--- config.mk ---
export PLATFORM = sky130hd
export DESIGN_NAME = poll_responder
export DESIGN_NICKNAME = d
export VERILOG_FILES = /design/src/rtl/poll_pkg.sv /design/src/rtl/poll_sync.sv /design/src/rtl/poll_rx_ctrl.sv /design/src/rtl/poll_tx_ctrl.sv /design/src/rtl/poll_bus_drive.sv /design/src/rtl/poll_responder.sv
export SDC_FILE = /design/constraint.sdc
export NUM_CORES = 1
export LEC_CHECK = 0
export ABC_AREA = 1
export BUFFER_PORTS_ARGS = -buffer_cell sky130_fd_sc_hd__buf_2
export CAP_MARGIN = 20
export CORE_MARGIN = 5
export CORE_UTILIZATION = 35
export CTS_CLUSTER_DIAMETER = 100
export DETAILED_ROUTE_END_ITERATION = 7
export HOLD_SLACK_MARGIN = 0.15
export PLACE_DENSITY = 0.68
export SETUP_SLACK_MARGIN = 0.2
export SLEW_MARGIN = 20
export SYNTH_ARGS = -nofsm -noshare
export SYNTH_HDL_FRONTEND = slang
export SYNTH_SLANG_ARGS = --single-unit
--- constraint.sdc ---
create_clock -name clk -period 0.9 [get_ports clk]
set_clock_uncertainty 0.1 [all_clocks]
set_input_delay 0.18 -clock clk [delete_from_list [all_inputs] [get_ports clk]]
set_output_delay 0.18 -clock clk [all_outputs]
set_load 0.02 [all_outputs]
--- src/rtl/poll_pkg.sv ---
package poll_pkg;
  // order of the synchronized status vector
  localparam int ST_DR    = 0;
  localparam int ST_THRE  = 1;
  localparam int ST_CTS   = 2;
  localparam int ST_BRK   = 3;
  localparam int ST_RXON  = 4;
  localparam int ST_TXON  = 5;
  localparam int ST_W     = 6;

  typedef struct packed {
    logic tx_on;
    logic rx_on;
    logic brk;
    logic cts;
    logic thre;
    logic dr;
  } uart_stat_t;

  function automatic uart_stat_t unpack_stat(input logic [ST_W-1:0] v);
    uart_stat_t s;
    s.dr    = v[ST_DR];
    s.thre  = v[ST_THRE];
    s.cts   = v[ST_CTS];
    s.brk   = v[ST_BRK];
    s.rx_on = v[ST_RXON];
    s.tx_on = v[ST_TXON];
    return s;
  endfunction
endpackage

--- src/rtl/poll_sync.sv ---
module poll_sync #(
  parameter int W      = 6,
  parameter int STAGES = 2
) (
  input  logic         clk,
  input  logic         rst,
  input  logic [W-1:0] d,
  output logic [W-1:0] q
);
  localparam int LAST = STAGES - 1;

  logic [W-1:0] stage [STAGES];

  generate
    for (genvar g = 0; g < STAGES; g++) begin : g_stage
      if (g == 0) begin : g_first
        always_ff @(posedge clk) begin
          if (rst) stage[g] <= '0;
          else     stage[g] <= d;
        end
      end else begin : g_next
        always_ff @(posedge clk) begin
          if (rst) stage[g] <= '0;
          else     stage[g] <= stage[g-1];
        end
      end
    end
  endgenerate

  assign q = stage[LAST];
endmodule

--- src/rtl/poll_rx_ctrl.sv ---
module poll_rx_ctrl (
  input  logic clk,
  input  logic rst,
  input  logic dr_s,
  input  logic rx_on_s,
  input  logic rx_claim,
  input  logic rd_strobe,
  output logic rx_rdy,
  output logic rx_sel,
  output logic rd_gate,
  output logic dr_clr,
  output logic err_load
);
  logic rx_live;
  logic rx_sel_nx;

  assign rx_live   = dr_s & rx_on_s;
  assign rx_sel_nx = rx_live & (rx_sel | rx_claim);
  assign rd_gate   = rx_sel & rd_strobe;

  always_ff @(posedge clk) begin
    if (rst) begin
      rx_rdy   <= 1'b0;
      rx_sel   <= 1'b0;
      dr_clr   <= 1'b0;
      err_load <= 1'b0;
    end else begin
      rx_rdy   <= rx_live;
      rx_sel   <= rx_sel_nx;
      dr_clr   <= rd_gate;
      err_load <= rx_sel & ~rx_sel_nx;
    end
  end

  AST_SEL_FROM_CLAIM: assert property (@(posedge clk) disable iff (rst)
    $rose(rx_sel) |-> $past(rx_claim));
  AST_CLR_AFTER_READ: assert property (@(posedge clk) disable iff (rst)
    dr_clr |-> $past(rx_sel && rd_strobe));
  AST_LOAD_AT_RELEASE: assert property (@(posedge clk) disable iff (rst)
    err_load |-> (!rx_sel && $past(rx_sel)));
  AST_RXOFF_FORCES: assert property (@(posedge clk) disable iff (rst)
    !rx_on_s |=> (!rx_rdy && !rx_sel));
endmodule

--- src/rtl/poll_tx_ctrl.sv ---
module poll_tx_ctrl (
  input  logic clk,
  input  logic rst,
  input  logic thre_s,
  input  logic cts_s,
  input  logic tx_on_s,
  input  logic brk_s,
  output logic tx_rdy
);
  logic tx_ok;

  assign tx_ok = thre_s & cts_s & tx_on_s & ~brk_s;

  always_ff @(posedge clk) begin
    if (rst) tx_rdy <= 1'b0;
    else     tx_rdy <= tx_ok;
  end

  AST_TX_DROP: assert property (@(posedge clk) disable iff (rst)
    (!tx_on_s || brk_s) |=> !tx_rdy);
  AST_TX_NEEDS_ALL: assert property (@(posedge clk) disable iff (rst)
    $rose(tx_rdy) |-> $past(thre_s && cts_s && tx_on_s && !brk_s));
endmodule

--- src/rtl/poll_bus_drive.sv ---
module poll_bus_drive #(
  parameter int ADDR_W = 4,
  parameter int DATA_W = 8
) (
  input  logic              clk,
  input  logic              rst,
  input  logic              poll_in,
  input  logic              rx_rdy,
  input  logic              tx_rdy,
  input  logic              rd_gate,
  input  logic [ADDR_W-1:0] card_addr,
  input  logic [DATA_W-1:0] rx_char,
  output logic              rx_claim,
  output logic              poll_out,
  output logic [ADDR_W:0]   abus,
  output logic [DATA_W-1:0] dbus
);
  logic poll_mid;
  logic tx_claim;

  // receive gate first, transmit gate only sees what receive lets through
  assign rx_claim = poll_in & rx_rdy;
  assign poll_mid = poll_in & ~rx_rdy;
  assign tx_claim = poll_mid & tx_rdy;
  assign poll_out = poll_mid & ~tx_rdy;

  always_comb begin
    abus = '1;
    if (rx_claim) begin
      abus[ADDR_W:1] = ~card_addr;
      abus[0]        = 1'b1;
    end else if (tx_claim) begin
      abus[ADDR_W:1] = ~card_addr;
      abus[0]        = 1'b0;
    end
  end

  assign dbus = rd_gate ? ~rx_char : '1;

  AST_ONE_OWNER: assert property (@(posedge clk) disable iff (rst)
    $onehot0({poll_out, rx_claim, tx_claim}));
endmodule

--- src/rtl/poll_responder.sv ---
module poll_responder #(
  parameter int              ADDR_W      = 4,
  parameter int              DATA_W      = 8,
  parameter int              SYNC_STAGES = 2,
  parameter logic [ADDR_W-1:0] CARD_ADDR = 4'hA
) (
  input  logic              clk,
  input  logic              rst,
  input  logic              poll_in,
  output logic              poll_out,
  input  logic              uart_dr,
  input  logic              uart_thre,
  input  logic              modem_cts,
  input  logic              line_break,
  input  logic              rx_enable,
  input  logic              tx_enable,
  input  logic              cpu_rd_strobe,
  input  logic [DATA_W-1:0] rx_char,
  output logic              uart_dr_clr,
  output logic              err_latch_load,
  output logic [ADDR_W:0]   abus,
  output logic [DATA_W-1:0] dbus
);
  import poll_pkg::*;

  logic [ST_W-1:0] raw_st;
  logic [ST_W-1:0] sync_st;
  uart_stat_t      st;
  logic rx_rdy, rx_sel, rd_gate, rx_claim, tx_rdy;

  always_comb begin
    raw_st           = '0;
    raw_st[ST_DR]    = uart_dr;
    raw_st[ST_THRE]  = uart_thre;
    raw_st[ST_CTS]   = modem_cts;
    raw_st[ST_BRK]   = line_break;
    raw_st[ST_RXON]  = rx_enable;
    raw_st[ST_TXON]  = tx_enable;
  end

  poll_sync #(.W(ST_W), .STAGES(SYNC_STAGES)) u_sync (
    .clk(clk), .rst(rst), .d(raw_st), .q(sync_st)
  );

  assign st = unpack_stat(sync_st);

  poll_rx_ctrl u_rx (
    .clk(clk), .rst(rst),
    .dr_s(st.dr), .rx_on_s(st.rx_on),
    .rx_claim(rx_claim), .rd_strobe(cpu_rd_strobe),
    .rx_rdy(rx_rdy), .rx_sel(rx_sel), .rd_gate(rd_gate),
    .dr_clr(uart_dr_clr), .err_load(err_latch_load)
  );

  poll_tx_ctrl u_tx (
    .clk(clk), .rst(rst),
    .thre_s(st.thre), .cts_s(st.cts), .tx_on_s(st.tx_on), .brk_s(st.brk),
    .tx_rdy(tx_rdy)
  );

  poll_bus_drive #(.ADDR_W(ADDR_W), .DATA_W(DATA_W)) u_bus (
    .clk(clk), .rst(rst),
    .poll_in(poll_in), .rx_rdy(rx_rdy), .tx_rdy(tx_rdy), .rd_gate(rd_gate),
    .card_addr(CARD_ADDR), .rx_char(rx_char),
    .rx_claim(rx_claim), .poll_out(poll_out), .abus(abus), .dbus(dbus)
  );

  AST_IDLE_PASS: assert property (@(posedge clk) disable iff (rst)
    (!rx_rdy && !tx_rdy) |-> (poll_out == poll_in && abus == '1));
  AST_RESET_CLEARS: assert property (@(posedge clk)
    rst |=> (!rx_rdy && !rx_sel && !tx_rdy && !uart_dr_clr));
endmodule

==> flow_summary.ini <==
[layout]
nNetsFinal = 128
syn_to_final_growth_pct = 73.5
finalCoreUtilization_pct = 65.3
fillers = 124
final_area_sq_um = 1010
diodes = 0
layout-drive-gt1-share_pct = 57.8

[floorplanning]
die_w_um = 50.7
num_rows = 14
core-area_sq_um = 1540
start_util_pct = 37.7
dieArea_sq_um = 2570
io-pin-count = 34
die_h_um = 50.7

[route]
vias = 502
antenna_left = 0
routed_wl_um = 1200
viasPerCell = 4.02
first_iter_violations = 1
dr.pass1.iters = 3
routedWlPerCell_um = 9.62
drc_errors = 0

[flow_run]
maxCapViolCount = 0

[clocking]
numClockSinks = 17
cts_buffers = 3
htreeDepth = 1
clock_path_buffers = 2
clk_pin_slew_ns = 0.09
clk_latency_ns = 0.29
cts_tree = yes
root_buffer = clkbuf_4

[placement]
portBuffers = 31
place_congestion = 0.692
post_dp_cell_area_sq_um = 836
dp_hpwl_um = 922

[sta]
clock.fmax_ghz = 0.773
finalMaxSlewViolations = 0
fin_hold_ws_ns = -0.0242
fin_crit_sh_pct = 144
setup_slack_ns = -0.394
tns_ns = -4.73
hold_viol = 6
setup_viol = 15
rsz0062_at_grt = yes
finalCriticalPeriod_ns = 1.29

[worst_setup_path]
crit_arrival_ns = 1.01
start_kind = flop
worst-path-buf-inv = 2
path_cells = nand2_4 -> clkinv_8 -> nand2_4 -> buf_6
crit_slowest_cell = dfxtp_2
critical_path_required_ns = 0.62
cpLargestDelayFamily = flip-flops
max_stage_delay_ns = 0.34
crit_fanout = 8
end_kind = output pin
worstSetupPathType = reg2out
cpMostUsedCell = nand2_4

[synthesis]
postSynthCellCount = 72
yosys-top-cells-count = dfxtp_1 (17), nor2_1 (16), inv_1 (14)
synth_area_leaders = dfxtp_1 (59%), nor2_1 (10%), inv_1 (9.1%)
async_flop_share_pct = 0
ys_warn_count = 0
avgSynthCellArea_sq_um = 8.06
yosysMostFrequentCell = dfxtp_1
seq_area_frac_synth_pct = 58.6
ys_types = 13
ys_ff_latch = 17
ys.flop_type = dfxtp_1
netlist_area_sq_um = 581
synth_edf_count = 0
synth_area_leader_cell = dfxtp_1
synth_top_area_share_pct = 58.6

[power]
netSwitchingFraction_pct = 23.6
power_frac_seq_pct = 60.0
power_switching_uw = 307
p_comb_share_pct = 9.0
p_leak_nw = 0.547
vdd_ir_drop_max_v = 0.00112
power.density_nw_per_um2 = 1290
p_int_uw = 990
clockPowerShare_pct = 31.0

[run_status]
violations = negative hold slack, negative setup slack
status = complete, but fails checks

[worst_hold_path]
hold_class = in2reg

[grt]
track_usage_pct = 9.66
grt_max_degree = 11
grt_pass1_vias = 449
antenna_found_initial = 0
grt_overflow_total = 0
grt_pass1_wl_um = 1860
[power groups by stage]
stage	Combinational [mW]	Clock (mW)	Sequential [mW]
after floorplan	0.0543	0	0.801
after global placement	0.104	0	0.801
after detailed placement	0.107	0	0.802
after CTS	0.112	0.426	0.779
after global routing	0.131	0.445	0.781
final	0.117	0.402	0.778
[kinds of logic (layout without fill, tap and decap cells)]
| kind of cell | Yosys count | count (layout) | synth area share (%) |
|---|---|---|---|
| other | 1 | 2 | 0.646 |
| DFF | 17 | 17 | 58.6 |
| buffers and inverters | 20 | 56 | 16.2 |
| and+or+nand+nor | 31 | 31 | 22.0 |
| AOI/OAI and AO/OA | 3 | 3 | 2.59 |
[final cells by class]
cell class	instances	area [sq um]	area share, %
clock buffers	3	22.5	2.24
clock inverters	1	5.00	0.497
repair buffers	36	284	28.2
well taps	16	20.0	1.99
flip-flops and latches	17	352	34.9
inverters	16	72.6	7.20
multi-input cells	36	251	25.0
[cells in the final DEF (no fill, tap or decap)]
cell      synthesis  final
clkinv_8          0      1
buf_6             1     15
buf_4             3      4
a21oi_1           2      1
inv_1            14     14
o21ai_4           0      1
clkbuf_4          0      3
dfxtp_1          17     12
a21oi_2           0      1
nand2_4           0      9
nor2_2            0      2
nor2_1           16     14
nand3_2           1      1
conb_1            1      2
inv_2             2      1
nand3b_1          1      1
nand2_2           0      1
nor3_4            0      1
clkinv_2          0      1
dfxtp_4           0      2
dfxtp_2           0      3
nand2_1          12      2
buf_2             0     17
[worst paths after layout]
check	from	endpoint	slack (ns)	depth (start not counted)
setup / recovery	u_rx.rx_sel	dbus[5]	-0.39	4
hold / removal	rx_enable	u_sync.stage[0][4]	-0.02	3
hold reg to reg	u_sync.stage[0][1]	u_sync.stage[1][1]	0.31	2
setup reg to reg	u_rx.rx_sel	u_rx.rx_sel	-0.01	4
[worst min-delay path, cell delays in order]
cell and delay, ns:
buf_2 0.07, inv_1 0.03, nor2_1 0.06
[registers in the layout (all words and copies together) (netlist names)]
| signal | cells |
|---|---|
| u_rx.rx_sel | 1 |
| u_rx.err_load | 1 |
| u_rx.dr_clr | 1 |
| u_tx.tx_rdy | 1 |
| u_rx.rx_rdy | 1 |
| u_sync.stage | 12 |
[routing by layer]
| layer | vias up | GRT usage, % | share of wire [%] |
|---|---|---|---|
| met5 | - | 0 | 0 |
| met4 | 0 | 3.83 | 1.7 |
| met3 | 3 | 5.62 | 9.6 |
| met2 | 18 | 16.3 | 53 |
| met1 | 207 | 9.63 | 35 |
| li1 | 274 | - | - |
[stage by stage]
stage          cells  total power [mW]  hold WS [ns]  setup slack (ns)
6_report         125              1.30       -0.0242            -0.394
5_1_grt          125              1.36       -0.0266            -0.441
4_1_cts          124              1.32       -0.0350            -0.416
3_5_place_dp     119             0.909         0.286            -0.131
3_3_place_gp     119             0.905         0.278            -0.115
2_1_floorplan     73             0.855         0.151           -0.0802
[timing repair]
item,CTS,global route
gates cloned,0,0
pin swaps,4,3
buffers inserted,1,1
endpoints found under the hold margin,13,10
gates resized for setup,36,5
setup endpoints to repair,16,18
Power figures use the tool's default switching activity.
